File: config.mk
export PLATFORM = sky130hd
export DESIGN_NAME = sio_irq_vector
export DESIGN_NICKNAME = d
export VERILOG_FILES = /design/src/rtl/sio_irq_vector.sv
export SDC_FILE = /design/constraint.sdc
export NUM_CORES = 1
export LEC_CHECK = 0
export BUFFER_PORTS_ARGS = -buffer_cell sky130_fd_sc_hd__buf_2
export CAP_MARGIN = 0
export CELL_PAD_IN_SITES_DETAIL_PLACEMENT = 0
export CELL_PAD_IN_SITES_GLOBAL_PLACEMENT = 1
export CORE_ASPECT_RATIO = 0.75
export CORE_MARGIN = 4
export CORE_UTILIZATION = 21
export CTS_BUF_LIST = sky130_fd_sc_hd__clkbuf_16
export DETAILED_ROUTE_END_ITERATION = 12
export GPL_ROUTABILITY_DRIVEN = 1
export HOLD_SLACK_MARGIN = 0.12
export PLACE_DENSITY_LB_ADDON = 0.12
export SLEW_MARGIN = 10
export SYNTH_ARGS = -nofsm -noshare
export SYNTH_HDL_FRONTEND = slang
export SYNTH_SLANG_ARGS = --single-unit
File: constraint.sdc
create_clock -name clk -period 1.6 [get_ports clk]
set_clock_uncertainty 0.15 [all_clocks]
set_input_delay 0.16 -clock clk [delete_from_list [all_inputs] [get_ports clk]]
set_output_delay 0.16 -clock clk [all_outputs]
set_load 0.005 [all_outputs]
File: src/rtl/sio_irq_vector.sv
module sio_irq_vector (
  input  logic       clk,
  input  logic       rst_n,
  input  logic       rx_char_a,
  input  logic       rx_spcl_a,
  input  logic       tx_empty_a,
  input  logic       ext_chg_a,
  input  logic       rx_char_b,
  input  logic       rx_spcl_b,
  input  logic       tx_empty_b,
  input  logic       ext_chg_b,
  input  logic [7:0] ien_a,
  input  logic [7:0] ien_b,
  input  logic [7:0] ctrl,
  input  logic [7:0] vec_base,
  input  logic       cmd_we_a,
  input  logic [7:0] cmd_a,
  input  logic       cmd_we_b,
  input  logic [7:0] cmd_b,
  output logic       irq,
  output logic [7:0] pend_stat,
  output logic [7:0] vec_rd_a,
  output logic [7:0] vec_rd_b
);
  localparam logic [7:0] CMD_TX_CLR  = 8'h28;
  localparam logic [7:0] CMD_EXT_CLR = 8'h10;
  localparam logic [7:0] CMD_SP_CLR  = 8'h30;
  localparam logic [7:0] CMD_TOP_CLR = 8'h38;
  localparam logic [7:0] CMD_REARM   = 8'h20;

  logic [1:0] ev_rx, ev_sp, ev_tx, ev_ex, we;
  logic [1:0][7:0] ien, cmd;
  logic [1:0] lat_rx, lat_sp, lat_tx, lat_ex, armed;
  logic [1:0] set_rx, set_sp, set_tx, set_ex;
  logic [1:0] clr_rx, clr_sp, clr_tx, clr_ex, rearm;
  logic [7:0] ord, top;
  logic [2:0] code;
  logic       top_clr;

  wire unused_bits = ^{ien_a[7:5], ien_a[2], ien_b[7:5], ien_b[2], ctrl[7:5], ctrl[2:1]};

  assign ev_rx = {rx_char_a, rx_char_b};
  assign ev_sp = {rx_spcl_a, rx_spcl_b};
  assign ev_tx = {tx_empty_a, tx_empty_b};
  assign ev_ex = {ext_chg_a, ext_chg_b};
  assign we    = {cmd_we_a, cmd_we_b};
  assign ien   = {ien_a, ien_b};
  assign cmd   = {cmd_a, cmd_b};

  always_comb begin
    for (int c = 0; c < 2; c++) begin
      set_rx[c] = ev_rx[c] && (ien[c][4:3] == 2'b10 || (ien[c][4:3] == 2'b01 && armed[c]));
      set_sp[c] = ev_sp[c] && (ien[c][4:3] != 2'b00);
      set_tx[c] = ev_tx[c] && ien[c][1];
      set_ex[c] = ev_ex[c] && ien[c][0];
      rearm[c]  = we[c] && cmd[c] == CMD_REARM;
    end
  end

  assign ord     = {lat_sp[1], lat_rx[1], lat_tx[1], lat_ex[1],
                    lat_sp[0], lat_rx[0], lat_tx[0], lat_ex[0]};
  assign top_clr = cmd_we_a && cmd_a == CMD_TOP_CLR;

  always_comb begin
    top = 8'h00;
    for (int i = 0; i < 8; i++)
      if (ord[i]) top = 8'h01 << i;
  end

  always_comb begin
    for (int c = 0; c < 2; c++) begin
      clr_sp[c] = (we[c] && cmd[c] == CMD_SP_CLR)  || (top_clr && top[4*c+3]);
      clr_rx[c] =                                      top_clr && top[4*c+2];
      clr_tx[c] = (we[c] && cmd[c] == CMD_TX_CLR)  || (top_clr && top[4*c+1]);
      clr_ex[c] = (we[c] && cmd[c] == CMD_EXT_CLR) || (top_clr && top[4*c]);
    end
  end

  always_ff @(posedge clk) begin
    if (!rst_n) begin
      lat_rx <= '0;
      lat_sp <= '0;
      lat_tx <= '0;
      lat_ex <= '0;
      armed  <= '1;
    end else begin
      lat_rx <= set_rx | (lat_rx & ~clr_rx);
      lat_sp <= set_sp | (lat_sp & ~clr_sp);
      lat_tx <= set_tx | (lat_tx & ~clr_tx);
      lat_ex <= set_ex | (lat_ex & ~clr_ex);
      for (int c = 0; c < 2; c++)
        if (rearm[c]) armed[c] <= 1'b1;
        else if (ev_rx[c] && ien[c][4:3] == 2'b01) armed[c] <= 1'b0;
    end
  end

  always_comb begin
    code = 3'd3;
    for (int c = 0; c < 2; c++) begin
      if (lat_ex[c]) code = {c[0], 2'b01};
      if (lat_tx[c]) code = {c[0], 2'b00};
      if (lat_rx[c]) code = {c[0], 2'b10};
      if (lat_sp[c]) code = {c[0], 2'b11};
    end
  end

  assign pend_stat = {2'b00, lat_rx[1] | lat_sp[1], lat_tx[1], lat_ex[1],
                      lat_rx[0] | lat_sp[0], lat_tx[0], lat_ex[0]};
  assign irq       = ctrl[3] && (ord != 8'h00);
  assign vec_rd_a  = vec_base;
  assign vec_rd_b  = !ctrl[0] ? vec_base :
                     ctrl[4]  ? {vec_base[7], code, vec_base[3:0]} :
                                {vec_base[7:4], code, vec_base[0]};
endmodule


==> run metrics <==
Clock Tree Buf Depth=2; most common cell after layout, fill and taps aside=buf_2; worst setup margin=-0.0730 ns; Rows=19; initial antenna violation count=0; vias in the first global route=998; layout cells sized above 1=roughly 45%; Seq/Total Area, Yosys=24.9%; starting DRC count in detailed routing=23; PwrDens=693 mW/mm^2; Tot GR Track Use=11.1%; post-synthesis compound-gate area fraction=24.9%; total CTS buffers=3; post-synthesis to final-layout area growth=85.4%; critical path peak fanout=4; GRT overflow=0; Hold Fails Final Rpt=0; Routed WL=2780 um; status=finished, violations left; register bit total from synthesis=10; Initial Util=21.9%; largest vdd supply drop=0.424 mV; arrival time at the worst endpoint=around 1.4 ns; CP max stage cell=dfxtp_4; Post-Synthesis Cells=~110; Final Cycle Share=105%; clk slew on worst S/H paths=0.04 ns; Core Box Area=0.00366 sq mm; dpl hpwl=2080 um; maxcap violations=0; Mapped Area=about 800 sq um; Die ar.=0.00489 sq mm; post-layout total power=~1.0 mW; Setup crit end kind=primary output; crit path buf inv count=2; CTS tree=built; DR pass1 iterations=3; fin crit period=1.67 ns; Simple-Gate Fraction of Synth Area=between 30 and 40%; gpl congestion=0.693; Die H=61.6 um; startpoint types=flop; Num Clock Sinks=10; Ys Warns=0; CTS H-tree lvls=1; final setup violation count=3; critical path class=reg2out; Ports=between 80 and 90; first-pass GRT wire length=4240 um; Synth Area in XOR/XNOR=0%; max frequency=598 MHz; distinct cell type count after synthesis=33; number of inserted diodes=0; port bufs=63; CTS Root Buffer Type=clkbuf_16; Top delay family on crit path=flip-flops; chip width=79.4 um; largest net degree at the start of global routing=15; failing checks=setup timing; largest family of logic cells by synthesized area=simple AND/OR/NAND/NOR gates; Avg WL per Cell=11.4 um; max incr delay on CP=0.35 ns; Hold/Removal Path Class=in2reg; Synth Area in Adders=0%; vias per cell=4.40; Slew Limit Fails=0; number of routed nets with antenna violations=0; Leak Pwr=roughly 0.66 nW; RSZ-0062 raised after global routing=yes; Mean Syn Cell Area=between 7 and 8 sq um; Worst-Skew Late Latency=approximately 0.23 ns; drt drc=0; post-layout util=40.7%; routed vias=1,068; Final nets=252; WP data required=1.29 ns; critical path, cell by cell=buf_4, or2_4, a21oi_2, o21ai_0, buf_2; multiplexer share of the synthesized area=0%; commonest non-fill, non-tap cells in the layout=62 x buf_2, 22 x dlygate4sd3_1, 12 x nand2_1
==> registers in the layout, indices dropped and copies added (netlist names) <==
name and flops:
lat_sp 2, lat_tx 2, lat_rx 2, lat_ex 2
armed 2
==> final timing paths <==
kind,from,end,slack [ns],cells past startpoint
max,lat_rx[1],vec_rd_b[2],-0.07,5
max reg2reg,lat_rx[1],lat_rx[0],0.06,5
min reg2reg,armed[0],armed[0],0.32,2
min,ien_a[4],lat_sp[1],0.13,3
==> synthesized netlist by cell type (all sizes together) <==
cell type,count,area share [%]
a21boi,5,4.7
a21oi,6,3.7
and2,1,0.78
and3,1,0.78
buf,12,11
clkbuf,2,0.93
conb,1,0.47
dfxtp,10,25
inv,2,0.93
nand2,12,5.6
nand2b,3,2.3
nand3,8,5.6
nand3b,3,2.8
nand4,2,1.6
nand4b,1,1.1
nor2,8,3.7
nor2b,3,2.3
nor3,3,1.9
nor3b,1,0.93
nor4,3,5.0
nor4b,1,1.1
o2111ai,2,2.2
o211ai,1,0.93
o21ai,13,8.1
o22a,1,1.1
o311ai,1,2.0
o31a,1,1.1
o41ai,1,1.1
or2,1,1.1
==> per-layer routing <==
metal,GRT usage (%),routed length (um),vias up
li1,-,-,545
met1,12.7,1220,486
met2,20.5,1330,35
met3,3.51,225,2
met4,2.94,11,0
met5,0,0,-
==> cell type report <==
class	instances	area [sq um]
Fill cell	402	2170
Multi-Input combinational cell	84	551
Tap cell	52	65.1
Clock buffer	3	75.1
Clock inverter	1	3.75
Inverter	2	7.51
Timing Repair Buffer	91	583
Sequential cell	10	204
==> repair_timing <==
action / in CTS / in global routing
gates resized for setup: 3 / 12
hold buffers: 22 / 0
setup endpoints to repair: 3 / 14
pin swaps: 3 / 6
hold endpoints to repair: 9 / 0
cloned: 0 / 0
setup buffers: 3 / 3
==> worst reg2reg max path, stage by stage (launching register included) <==
cell and delay, ns:
dfxtp_4 0.35, buf_4 0.14, or2_4 0.27, nand2b_1 0.18
o311ai_2 0.24, o21ai_1 0.10
==> stage by stage <==
step | hold slack, ns | cell area [sq um] | worst slack, ns | instances | TNS (ns)
after floorplan | 0.111 | 807 | 0.258 | 110 | 0
after global placement | 0.170 | 1100 | 0.137 | 213 | 0
after detailed placement | 0.170 | 1100 | 0.122 | 213 | 0
after CTS | 0.136 | 1440 | -0.0649 | 242 | -0.110
after global routing | 0.170 | 1490 | -0.130 | 243 | -0.458
final | 0.126 | 1490 | -0.0730 | 243 | -0.180
==> report_power, final <==
part           total, mW  internal (mW)  switching, mW
clock              0.443          0.327          0.115
sequential         0.294          0.269         0.0248
combinational      0.295          0.169          0.126
total               1.03          0.766          0.266
==> logic make-up (layout without fill, tap and decap cells) <==
group                  count (synthesis)  count (layout)
AND/OR/NAND/NOR                       51              51
AO/OA/AOI/OAI                         31              31
buffers and inverters                 16              97
flip-flops                            10              10
other                                  1               2
No activity file was read; power rests on OpenSTA's default activity.
